--- config.mk ---
export PLATFORM = sky130hd
export DESIGN_NAME = inv_seq
export DESIGN_NICKNAME = d
export VERILOG_FILES = /design/src/rtl/inv_pkg.sv /design/src/rtl/inv_cmd_reg.sv /design/src/rtl/inv_walker.sv /design/src/rtl/inv_filter.sv /design/src/rtl/inv_seq.sv
export SDC_FILE = /design/constraint.sdc
export NUM_CORES = 1
export LEC_CHECK = 0
export BUFFER_PORTS_ARGS = -buffer_cell sky130_fd_sc_hd__buf_2
export CORE_UTILIZATION = 41
export CTS_CLUSTER_SIZE = 20
export DETAILED_ROUTE_END_ITERATION = 12
export PLACE_DENSITY = 0.84
export SLEW_MARGIN = 30
export SYNTH_ARGS = -nofsm -noshare
export SYNTH_HDL_FRONTEND = slang
export SYNTH_SLANG_ARGS = --single-unit
--- constraint.sdc ---
create_clock -name clk -period 1.58 [get_ports clk]
set_input_delay 0.474 -clock clk [delete_from_list [all_inputs] [get_ports clk]]
set_output_delay 0.474 -clock clk [all_outputs]
set_load 0.03 [all_outputs]
--- src/rtl/inv_pkg.sv ---
package inv_pkg;
   parameter int KEY_W = 18;
   parameter int RES_W = 4;

   typedef struct packed {
      logic [KEY_W-1:0] key;
      logic             usr;
      logic             tmp;
      logic [RES_W-1:0] res;
   } dir_ent_t;

   localparam int ENT_W = $bits(dir_ent_t);

   typedef enum logic [1:0] {
      OP_LINE = 2'd0,
      OP_PAGE = 2'd1,
      OP_ALL  = 2'd2,
      OP_TMP  = 2'd3
   } inv_op_e;

   typedef enum logic [1:0] {
      S_IDLE = 2'd0,
      S_RD   = 2'd1,
      S_CK   = 2'd2,
      S_DONE = 2'd3
   } seq_st_e;
endpackage

--- src/rtl/inv_cmd_reg.sv ---
module inv_cmd_reg
   import inv_pkg::*;
#(
   parameter int IDX_W  = 10,
   parameter int OFS_W  = 4,
   parameter int ADDR_W = 32
) (
   input  logic              clk,
   input  logic              rst_n,
   input  logic              load,
   input  inv_op_e           op_in,
   input  logic [ADDR_W-1:0] addr_in,
   input  logic              user_in,
   output inv_op_e           op_q,
   output logic [KEY_W-1:0]  key_q,
   output logic              user_q
);
   logic unused_low;
   assign unused_low = ^addr_in[OFS_W+IDX_W-1:0];

   always_ff @(posedge clk) begin
      if (!rst_n) begin
         op_q   <= OP_LINE;
         key_q  <= '0;
         user_q <= 1'b0;
      end else if (load) begin
         op_q   <= op_in;
         key_q  <= addr_in[ADDR_W-1 -: KEY_W];
         user_q <= user_in;
      end
   end
endmodule

--- src/rtl/inv_walker.sv ---
module inv_walker #(
   parameter int IDX_W    = 10,
   parameter int NUM_SETS = 2,
   localparam int SET_W   = $clog2(NUM_SETS)
) (
   input  logic             clk,
   input  logic             rst_n,
   input  logic             load,
   input  logic             single,
   input  logic [IDX_W-1:0] load_idx,
   input  logic             step,
   output logic [IDX_W-1:0] idx,
   output logic [SET_W-1:0] set,
   output logic             last
);
   localparam logic [SET_W-1:0] SET_TOP = SET_W'(NUM_SETS - 1);
   localparam logic [IDX_W-1:0] IDX_TOP = '1;

   logic single_q;
   logic set_wrap;

   assign set_wrap = (set == SET_TOP);
   assign last     = set_wrap && (single_q || idx == IDX_TOP);

   logic [SET_W-1:0] set_nx;
   generate
      if ((NUM_SETS & (NUM_SETS - 1)) == 0) begin : g_pow2
         assign set_nx = set + 1'b1;
      end else begin : g_cmp
         assign set_nx = set_wrap ? '0 : set + 1'b1;
      end
   endgenerate

   always_ff @(posedge clk) begin
      if (!rst_n) begin
         idx      <= '0;
         set      <= '0;
         single_q <= 1'b0;
      end else if (load) begin
         idx      <= single ? load_idx : '0;
         set      <= '0;
         single_q <= single;
      end else if (step) begin
         set <= set_nx;
         if (set_wrap && !single_q) idx <= idx + 1'b1;
      end
   end

   AST_IDX_ADVANCE: assert property (@(posedge clk) disable iff (!rst_n) step && !load && set_wrap && !last |=> idx == $past(idx) + 1'b1);
   AST_SET_ADVANCE: assert property (@(posedge clk) disable iff (!rst_n) step && !load && !set_wrap |=> idx == $past(idx));
endmodule

--- src/rtl/inv_filter.sv ---
module inv_filter
   import inv_pkg::*;
#(
   parameter bit SKIP_EMPTY = 1'b1
) (
   input  inv_op_e          op,
   input  logic             user,
   input  logic [KEY_W-1:0] key,
   input  dir_ent_t         ent,
   output logic             qual,
   output dir_ent_t         wdata
);
   logic mode_ok;
   logic key_ok;
   logic match;

   assign mode_ok = !user || ent.usr;
   assign key_ok  = (ent.key == key);

   always_comb begin
      unique case (op)
         OP_LINE: match = key_ok;
         OP_PAGE: match = key_ok && mode_ok;
         OP_ALL:  match = mode_ok;
         default: match = ent.tmp && mode_ok;
      endcase
   end

   generate
      if (SKIP_EMPTY) begin : g_skip
         assign qual = match && (|ent.res);
      end else begin : g_always
         assign qual = match;
      end
   endgenerate

   always_comb begin
      wdata     = ent;
      wdata.res = '0;
   end
endmodule

--- src/rtl/inv_seq.sv ---
module inv_seq
   import inv_pkg::*;
#(
   parameter int IDX_W      = 10,
   parameter int NUM_SETS   = 2,
   parameter int OFS_W      = 4,
   parameter int ADDR_W     = 32,
   parameter bit SKIP_EMPTY = 1'b1
) (
   input  logic                        clk,
   input  logic                        rst_n,
   input  logic                        cmd_valid,
   output logic                        cmd_ready,
   input  logic [1:0]                  cmd_op,
   input  logic [ADDR_W-1:0]           cmd_addr,
   input  logic                        cmd_user,
   output logic                        busy,
   output logic                        done,
   output logic                        dir_rd_en,
   output logic                        dir_wr_en,
   output logic [IDX_W-1:0]            dir_idx,
   output logic [$clog2(NUM_SETS)-1:0] dir_set,
   output logic [ENT_W-1:0]            dir_wdata,
   input  logic [ENT_W-1:0]            dir_rdata
);
   generate
      if (ADDR_W != KEY_W + IDX_W + OFS_W) begin : g_bad_addr
         $error("inv_seq: ADDR_W must equal key, index and offset widths combined");
      end
      if (NUM_SETS < 2) begin : g_bad_sets
         $error("inv_seq: NUM_SETS must be at least 2");
      end
      if (IDX_W < 1 || OFS_W < 0) begin : g_bad_idx
         $error("inv_seq: IDX_W must be positive and OFS_W non-negative");
      end
   endgenerate

   seq_st_e   st;
   inv_op_e   op_in;
   inv_op_e   op_q;
   logic [KEY_W-1:0] key_q;
   logic      user_q;
   logic      accept;
   logic      last;
   logic      qual;
   dir_ent_t  rd_ent;
   dir_ent_t  wr_ent;

   assign op_in     = inv_op_e'(cmd_op);
   assign cmd_ready = (st == S_IDLE);
   assign accept    = cmd_valid && cmd_ready;
   assign busy      = (st != S_IDLE);
   assign done      = (st == S_DONE);
   assign dir_rd_en = (st == S_RD);
   assign dir_wr_en = (st == S_CK) && qual;
   assign rd_ent    = dir_ent_t'(dir_rdata);
   assign dir_wdata = wr_ent;

   inv_cmd_reg #(.IDX_W(IDX_W), .OFS_W(OFS_W), .ADDR_W(ADDR_W)) u_cmd (
      .clk     (clk),
      .rst_n   (rst_n),
      .load    (accept),
      .op_in   (op_in),
      .addr_in (cmd_addr),
      .user_in (cmd_user),
      .op_q    (op_q),
      .key_q   (key_q),
      .user_q  (user_q)
   );

   inv_walker #(.IDX_W(IDX_W), .NUM_SETS(NUM_SETS)) u_walk (
      .clk      (clk),
      .rst_n    (rst_n),
      .load     (accept),
      .single   (op_in == OP_LINE),
      .load_idx (cmd_addr[OFS_W +: IDX_W]),
      .step     (st == S_CK),
      .idx      (dir_idx),
      .set      (dir_set),
      .last     (last)
   );

   inv_filter #(.SKIP_EMPTY(SKIP_EMPTY)) u_filt (
      .op    (op_q),
      .user  (user_q),
      .key   (key_q),
      .ent   (rd_ent),
      .qual  (qual),
      .wdata (wr_ent)
   );

   always_ff @(posedge clk) begin
      if (!rst_n) begin
         st <= S_IDLE;
      end else begin
         unique case (st)
            S_IDLE:  if (accept) st <= S_RD;
            S_RD:    st <= S_CK;
            S_CK:    st <= last ? S_DONE : S_RD;
            default: st <= S_IDLE;
         endcase
      end
   end

   AST_RD_WR_EXCL:    assert property (@(posedge clk) disable iff (!rst_n) !(dir_rd_en && dir_wr_en));
   AST_RD_THEN_CK:    assert property (@(posedge clk) disable iff (!rst_n) dir_rd_en |=> !dir_rd_en && busy);
   AST_DONE_PULSE:    assert property (@(posedge clk) disable iff (!rst_n) done |=> !done && !busy);
   AST_ACCEPT_START:  assert property (@(posedge clk) disable iff (!rst_n) cmd_valid && cmd_ready |=> dir_rd_en);
   AST_WR_CLEARS_RES: assert property (@(posedge clk) disable iff (!rst_n) dir_wr_en |-> dir_wdata[RES_W-1:0] == '0);
   AST_WR_KEEPS_TAG:  assert property (@(posedge clk) disable iff (!rst_n) dir_wr_en |-> dir_wdata[ENT_W-1:RES_W] == dir_rdata[ENT_W-1:RES_W]);
   AST_KEY_MATCH:     assert property (@(posedge clk) disable iff (!rst_n) dir_wr_en && (op_q == OP_LINE || op_q == OP_PAGE) |-> rd_ent.key == key_q);
   AST_USER_ONLY:     assert property (@(posedge clk) disable iff (!rst_n) dir_wr_en && user_q && op_q != OP_LINE |-> rd_ent.usr);
   AST_TMP_ONLY:      assert property (@(posedge clk) disable iff (!rst_n) dir_wr_en && op_q == OP_TMP |-> rd_ent.tmp);

   generate
      if (SKIP_EMPTY) begin : g_chk_skip
         AST_NO_EMPTY_WR: assert property (@(posedge clk) disable iff (!rst_n) dir_wr_en |-> |dir_rdata[RES_W-1:0]);
      end
   endgenerate
endmodule

# Word-level counts from Yosys, hierarchy flattened
# Index checks and enable logic that the tools add are counted.
totals:
  regBits: 35
  output_inout_bits: 40
  wordCells: 46
classes:
  n_addsub: 2
  n_eq_ne: 8
  muxes: 8
  n_bitwise: 1
  reduce_logical: 20
op_table:
  columns: ["cell", "count"]
  rows:
  - ["$mux 10", 4]
  - ["$eq 18x18->1", 1]
  - ["$add 10x1->10 const B", 1]
  - ["$eq 10x10->1 const B", 1]
  - ["$logic_and 1x1->1", 7]
  - ["$eq 2x2->1 const B", 3]
  - ["$logic_not 2->1", 3]
  - ["$pmux 2 s3", 1]
  - ["$reduce_bool 2->1", 3]
  - ["$eq 2x1->1 const B", 2]
  - ["$mux 2", 2]
  - ["$reduce_or 4->1", 1]
  - ["$pmux 1 s3", 1]
  - ["$logic_not 1->1", 2]
  - ["$logic_or 1x1->1", 2]
  - ["$ne 2x1->1 const B", 1]
  - ["$reduce_and 2->1", 1]
  - ["$reduce_or 2->1", 1]
  - ["$add 1x1->1 const B", 1]
  - ["$not 1->1", 1]

# Longest topological paths before layout
# Gate-level depths: netlist of run 1.
depth:
  word_depth: 6
  depth_mapped: 6
  mapped_depth_nobuf: 4

# Cells and area by module
# From an unflattened synthesis of run 1, not the netlist that was laid out.
unflattened:
  hier_cells: 229
  hier_area_um2: 2114.5
by_module_without_submodules:
  columns: ["mod", "n_inst", "cells_each", "area_per_inst_um2", "seq_area_each_um2"]
  rows:
  - ["inv_cmd_reg", 1, 68, 820.8, 420.4]
  - ["inv_walker", 1, 91, 745.7, 240.2]
  - ["inv_filter", 1, 56, 435.4, 0.0]
  - ["inv_seq", 1, 14, 112.6, 40.0]

# Worst setup path before layout of run 1
# OpenSTA, ideal clock, no wires.
synth_timing:
  kind: "input-to-output"
  from: "input port dir_rdata[23]"
  to: "output port dir_wr_en"
  arrival_ns: 1.655
  required_time_ns: 1.106
  setup_slack_ns: -0.549
  stages: 4
  path_buffers: 0
  path_cell_list: "xor2_1 -> nor4_1 -> nand3_1 -> o21ai_0"
synth_via:
  elab_chain_cells: 5
synth_rtl:
  columns: ["element", "line", "source"]
  rows:
  - ["start: declaration", "inv_seq.sv:24", "input logic [ENT_W-1:0] dir_rdata"]
  - ["$eq 18x18->1 (*)", "inv_filter.sv:18", "assign key_ok = (ent.key == key);"]
  - ["$logic_and 1x1->1", "inv_filter.sv:23", "OP_PAGE: match = key_ok && mode_ok;"]
  - ["$pmux 1 s3 (*)", "inv_filter.sv:21", "unique case (op)"]
  - ["$logic_and 1x1->1 (*)", "inv_filter.sv:31", "assign qual = match && (|ent.res);"]
  - ["$logic_and 1x1->1 (*)", "inv_seq.sv:55", "assign dir_wr_en = (st == S_CK) && qual;"]
  - ["end: declaration", "inv_seq.sv:20", "output logic dir_wr_en,"]
# Every way passes the cells marked *; elsewhere a longest branch is shown, timed or not.

# Worst setup path in the final report of run 1
layout_timing:
  from: "register u_cmd.key_q[11]"
  to: "output port dir_wr_en"
layout_via:
  elab_chain_cells: 5
layout_rtl:
  columns: ["element", "line", "source"]
  rows:
  - ["start: declaration", "inv_cmd_reg.sv:15", "output logic [KEY_W-1:0] key_q,"]
  - ["start signal: assignment", "inv_cmd_reg.sv:28", "key_q <= addr_in[ADDR_W-1 -: KEY_W];"]
  - ["$eq 18x18->1 (*)", "inv_filter.sv:18", null]
  - ["$logic_and 1x1->1", "inv_filter.sv:23", null]
  - ["$pmux 1 s3 (*)", "inv_filter.sv:21", null]
  - ["$logic_and 1x1->1 (*)", "inv_filter.sv:31", null]
  - ["$logic_and 1x1->1 (*)", "inv_seq.sv:55", null]
# Marked as above.

==> results of run 1 <==
==> stage by stage <==
step / cell area (um^2) / utilization / total power, mW / TNS (ps) / instances
final: 3017 / 0.6697 / 2.505 / -3896 / 405
after global routing: 3017 / 0.6697 / 2.620 / -6094 / 405
after CTS: 2705 / 0.6006 / 2.401 / -640.9 / 397
after detailed placement: 2471 / 0.5486 / 1.525 / -1497 / 387
after global placement: 2471 / 0.5486 / 1.513 / -1344 / 387
after floorplan: 2004 / - / 1.338 / -174.6 / 259
==> cells in the mapped netlist, types with 2 or more instances <==
master	n	area [um^2]
nand2_1	49	183.9
o21ai_0	10	50.05
a31oi_1	2	12.51
and2_1	2	12.51
a21oi_1	33	165.2
nand2b_1	2	12.51
inv_1	3	11.26
buf_6	2	22.52
xor2_1	18	157.7
nand3_1	7	35.03
nor3_1	3	15.01
and3_1	8	50.05
a221oi_1	2	17.52
dfxtp_1	35	700.7
clkbuf_1	9	33.78
nor4_1	5	31.28
nand4_1	2	12.51
nor2_1	14	52.55
buf_4	24	180.2
==> state kept, by name (all words and copies together), names as in the netlist <==
register	cells
u_cmd.user_q	1
u_walk.idx	10
u_cmd.op_q	2
st	2
u_cmd.key_q	18
u_walk.single_q	1
u_walk.set	1
==> final timing paths <==
kind | to | cells after the start | start | slack [ps]
max | dir_wr_en | 5 | u_cmd.key_q[11] | -470
min | u_cmd.key_q[12] | 3 | cmd_addr[26] | 420
max reg2reg | u_walk.idx[1] | 9 | st[1] | -240
min reg2reg | u_cmd.key_q[11] | 2 | u_cmd.key_q[11] | 460
==> area by class of cell <==
cell class | count | area (um^2)
fill | 385 | 1488
tap | 52 | 65.06
multi-input combinational | 184 | 1275
clock buffer | 6 | 82.58
inverter | 3 | 11.26
timing repair buffer | 123 | 838.3
sequential | 35 | 709.4
clock inverter | 2 | 35.03
==> per-layer routing <==
metal  global-route usage  wire length [um]  up-vias
li1                     -                 -     1042
met1               0.2417              2358      999
met2               0.3661              2968       74
met3              0.04079               276        9
met4              0.07190                87        0
met5                    0                 0        -
==> power groups by stage <==
stage,sequential [mW],clock [mW],combinational [mW]
after detailed placement,0.987,0,0.538
final,0.969,0.845,0.690
after global routing,0.975,0.905,0.741
after CTS,0.966,0.854,0.581
after floorplan,1.00,0,0.334
after global placement,0.985,0,0.528
==> cells by family (layout without fill, tap and decap cells) <==
kind of cell / Yosys count / in the layout / share of synthesized area
buffers and inverters: 40 / 134 / 0.1294
AND/OR/NAND/NOR: 101 / 101 / 0.2450
XOR/XNOR: 18 / 18 / 0.07954
flip-flops: 35 / 35 / 0.3535
AO/OA/AOI/OAI: 59 / 59 / 0.1793
multiplexers: 1 / 1 / 0.005051
adder cells (fa/ha/maj): 1 / 1 / 0.006312
other: 1 / 4 / 0.001892
==> worst max-delay path: cells and delay by family (launching register included) <==
kind | cells | cell delay, ps
DFF | 1 | 330
xor gates and xnor gates | 1 | 150
AOI/OAI and AO/OA | 1 | 170
buffers and inverters | 1 | 140
and+or+nand+nor | 2 | 490
==> what timing repair did <==
| item | in CTS | in global routing |
|---|---|---|
| pin swaps | 6 | 26 |
| buffers inserted | 2 | 7 |
| cloned | 0 | 1 |
| resized for setup | 29 | 54 |
| setup endpoints to repair | 11 | 15 |
==> flow_summary.ini, run 1 <==
[outcome]
status = finished with violations
violations = negative setup slack

[sta]
fin_crit_ps = 2047
finalSetupViolations = 29
whs_ps = 420.3
report.final.slew_viol_count = 0
fin_ws_ps = -466.8
fmax_mhz = 488.6
rsz0062_at_grt = true
post-route-period-util = 1.295
finalHoldViolations = 0
clock_skew_ps = 3.838

[place]
port_buffers = 93
globalplace.congestion = 0.8671
hpwl_mm = 3.714
pre_cts_ws_ps = -598.5

[floorplanning]
fp.dieH_um = 71.53
rows = 24
ios = 102
core_um2 = 4504
die_width_um = 71.53
start_util = 0.4400
dieArea_um2 = 5116

[clocking]
cts_tree = yes
insertion_delay_ps = 280
clockBufferDepth = 2
postCtsHoldBufs = 0
clock_sinks = 35
cts_htree_levels = 2
cts-buffers-inserted = 5
clk_pin_slew_worst_paths_ps = 70
root_buffer = clkbuf_8

[power]
clockPowerShare = 0.338
p_sw_uw = 757.7
swShare = 0.3025
cellLeakagePower_nw = 1.364
power.density_nw_per_um2 = 830.2
intPower_mw = 1.747
seq_power_share = 0.387
combPwrFrac = 0.275
peakVddDrop_uv = 620.1

[logic_synthesis]
async_flop_share = 0
ys_seq_elements = 35
synthDistinctLibCells = 45
yosysWarnings = 0
synthesis.area_um2 = 1982
synth.avg_cell_area_um2 = 7.742
synth_edf_count = 0
ys_seq_area_frac = 0.3535
synth_cells = 256
ys.flop_type = dfxtp_1

[critical_path]
cp_slowest_cell = dfxtp_2
cp.arrival_ps = 1570
path_cells = xor2_1 > nor4_2 > nand3_2 > o21ai_4 > buf_6
crit_path_max_fanout = 2
critPathMaxStageDelay_ps = 330
critical_path_class = register to output port
end_kind = output port
critPathRequiredTime_ps = 1110
critPathLaunchType = register

[route]
drt-total-wl_mm = 5.690
remaining_drc_errors = 0
vias = 2124
drtAntennaViolNets = 0
via_per_inst = 5.244
avgRoutedWirePerCell_um = 14.05
dr.pass1.iters = 4
drt_iter0_markers = 78

[cells_and_area]
final_common_cell = buf_2
drive_above_1_share = 0.5212
final_cell_mix = 89 x buf_2, 48 x nand2_1, 30 x dfxtp_1
layout.nets = 415
areaGrowthSynthToFinish_pct = 52.21
n_antenna_cell = 0

[global_route]
globalRouteOverflowTotal = 0
antenna_found_initial = 0
grt_max_degree = 21
grt_pass1_wl_mm = 8.162
grt_pass1_vias = 1819
grt_usage = 0.2038

[run]
drv_cap = 0

[min_path]
hp-class = input pin to register
Note: power is estimated with default switching activity, not from simulation.
==> run 2: changes to the inputs <==
CELL_PAD_IN_SITES_DETAIL_PLACEMENT = 0   (was default)
CELL_PAD_IN_SITES_GLOBAL_PLACEMENT = 2   (was default)
CORE_MARGIN = 1.5   (was default)
CORE_UTILIZATION = 21   (was 41)
PLACE_DENSITY = 0.83   (was 0.84)
==> run 2 against run 1 <==
  * Power fell by 3.0%
  * Sequential power about the same
  * Combinational power is 11% lower
  * Clock skew up 2.6 ps
  * Final cell count up 14%
  * Clock-buffer cell count did not move
  * Final area is 5.3% lower
  * The flow still finishes with violations (negative setup slack)
  * Clock power is essentially flat
  * Maximum frequency is 0.93% lower
==> flow_summary.ini, run 2 (synthesis results as in run 1) <==
[route]
wl_met2_mm = 2.772
wl_met1_mm = 2.692
via_per_inst = 4.454
drtAntennaViolNets = 0
dr.pass1.iters = 4
remaining_drc_errors = 0
routed-wl-met3_um = 333
drt_iter0_markers = 55
dr.max_layer_used = met4
avgRoutedWirePerCell_um = 12.76
vias = 2049
drt-total-wl_mm = 5.869

[global_route]
grt_pass1_vias = 1910
grt_usage = 0.1142
antenna_found_initial = 0
grt_max_degree = 20
globalRouteOverflowTotal = 0
grt_pass1_wl_mm = 9.101

[run]
drv_cap = 0

[power]
power.density_nw_per_um2 = 850.6
cellLeakagePower_nw = 1.306
power_mw = 2.430
peakVddDrop_uv = 339.7

[sta]
post-route-period-util = 1.308
report.final.slew_viol_count = 0
finalSetupViolations = 3
fmax_mhz = 484.0
rsz0062_at_grt = true
fin_ws_ps = -485.9
clock_skew_ps = 6.418
finalHoldViolations = 0
fin_crit_ps = 2066

[floorplanning]
rows = 35
start_util = 0.2155
fp.dieH_um = 100.1
core_um2 = 9196
dieArea_um2 = 10030
die_width_um = 100.1
ios = 102

[cells_and_area]
multiInputGateArea_um2 = 1149
layout.nets = 411
drive_above_1_share = 0.4441
fin_area_um2 = 2856
areaGrowthSynthToFinish_pct = 44.13
final_cells = 460
largest_reg_flops = 18
final_common_cell = buf_2
n_antenna_cell = 0
top_register = u_cmd.key_q
final_cell_mix = 89 x buf_2, 49 x nand2_1, 32 x a21oi_1
largestRegisters = u_cmd.key_q: 18 flops, u_walk.idx: 10 flops
n_fill_cell = 1047
regArea_um2 = 708.2

[place]
port_buffers = 93
hpwl_mm = 4.486
place_area_um2 = 2547
globalplace.congestion = 0.8092
pre_cts_ws_ps = -667.4
post-place-cells = 448

[critical_path]
critical_path_class = register to output port
critPathRequiredTime_ps = 1110
crit_path_max_fanout = 2
end_kind = output port
cp.arrival_ps = 1590
critPathLaunchType = register

[clocking]
insertion_delay_ps = 290
root_buffer = clkbuf_8
cts_tree = yes
cts-buffers-inserted = 5
cts_htree_levels = 2
clk_pin_slew_worst_paths_ps = 80
clockBufferDepth = 2
clock_sinks = 35

[outcome]
status = finished with violations
violations = negative setup slack

[min_path]
hp-class = input pin to register
run 2: per-layer routing:
layer / track usage / vias up
met5: 0 / -
met4: 0.03575 / 0
met3: 0.02298 / 6
met2: 0.1941 / 57
met1: 0.1452 / 953
li1: - / 1033
run 2: path summary, 6_finish.rpt:
path / start / endpoint / slack [ps] / depth (start not counted)
setup / recovery: u_cmd.key_q[5] / dir_wr_en / -490 / 5
hold / removal: cmd_addr[8] / u_walk.idx[4] / 410 / 3
setup reg to reg: st[1] / u_walk.idx[6] / 50 / 6
hold reg to reg: u_cmd.user_q / u_cmd.user_q / 460 / 2
run 2: worst max-delay path, cell delays in order, from the launching register on:
cell     delay [ps]
dfxtp_2         330
xor2_1          140
nor4_2          340
nand3_2         170
o21ai_4         180
buf_6           140
run 2: timing repair:
action / in CTS / in global routing
hold buffers: 0 / 0
pin swaps: 4 / 12
resized for setup: 24 / 21
cloned: 0 / 1
endpoints found under the setup margin: 10 / 13
setup buffers: 1 / 3
run 2: report_power, final:
group	switching [mW]	internal, mW
Clock	0.337	0.511
Sequential	0.0345	0.932
Combinational	0.356	0.259
Total	0.728	1.70
run 2: layout make-up:
type | count | area share
tap | 111 | 0.04862
inverter | 3 | 0.003942
clock inverter | 2 | 0.01226
clock buffer | 6 | 0.02891
timing repair buffer | 119 | 0.2562
sequential | 35 | 0.2479
multi-input combinational | 184 | 0.4021
run 2: per-stage QoR:
stage	TNS (ps)	hold slack (ps)	utilization
2_1_floorplan	-174.6	436.3	-
3_3_place_gp	-1207	451.7	0.2770
3_5_place_dp	-1469	454.0	0.2770
4_1_cts	-784.0	403.9	0.2995
5_1_grt	-989.5	404.8	0.3106
6_report	-690.5	412.9	0.3106
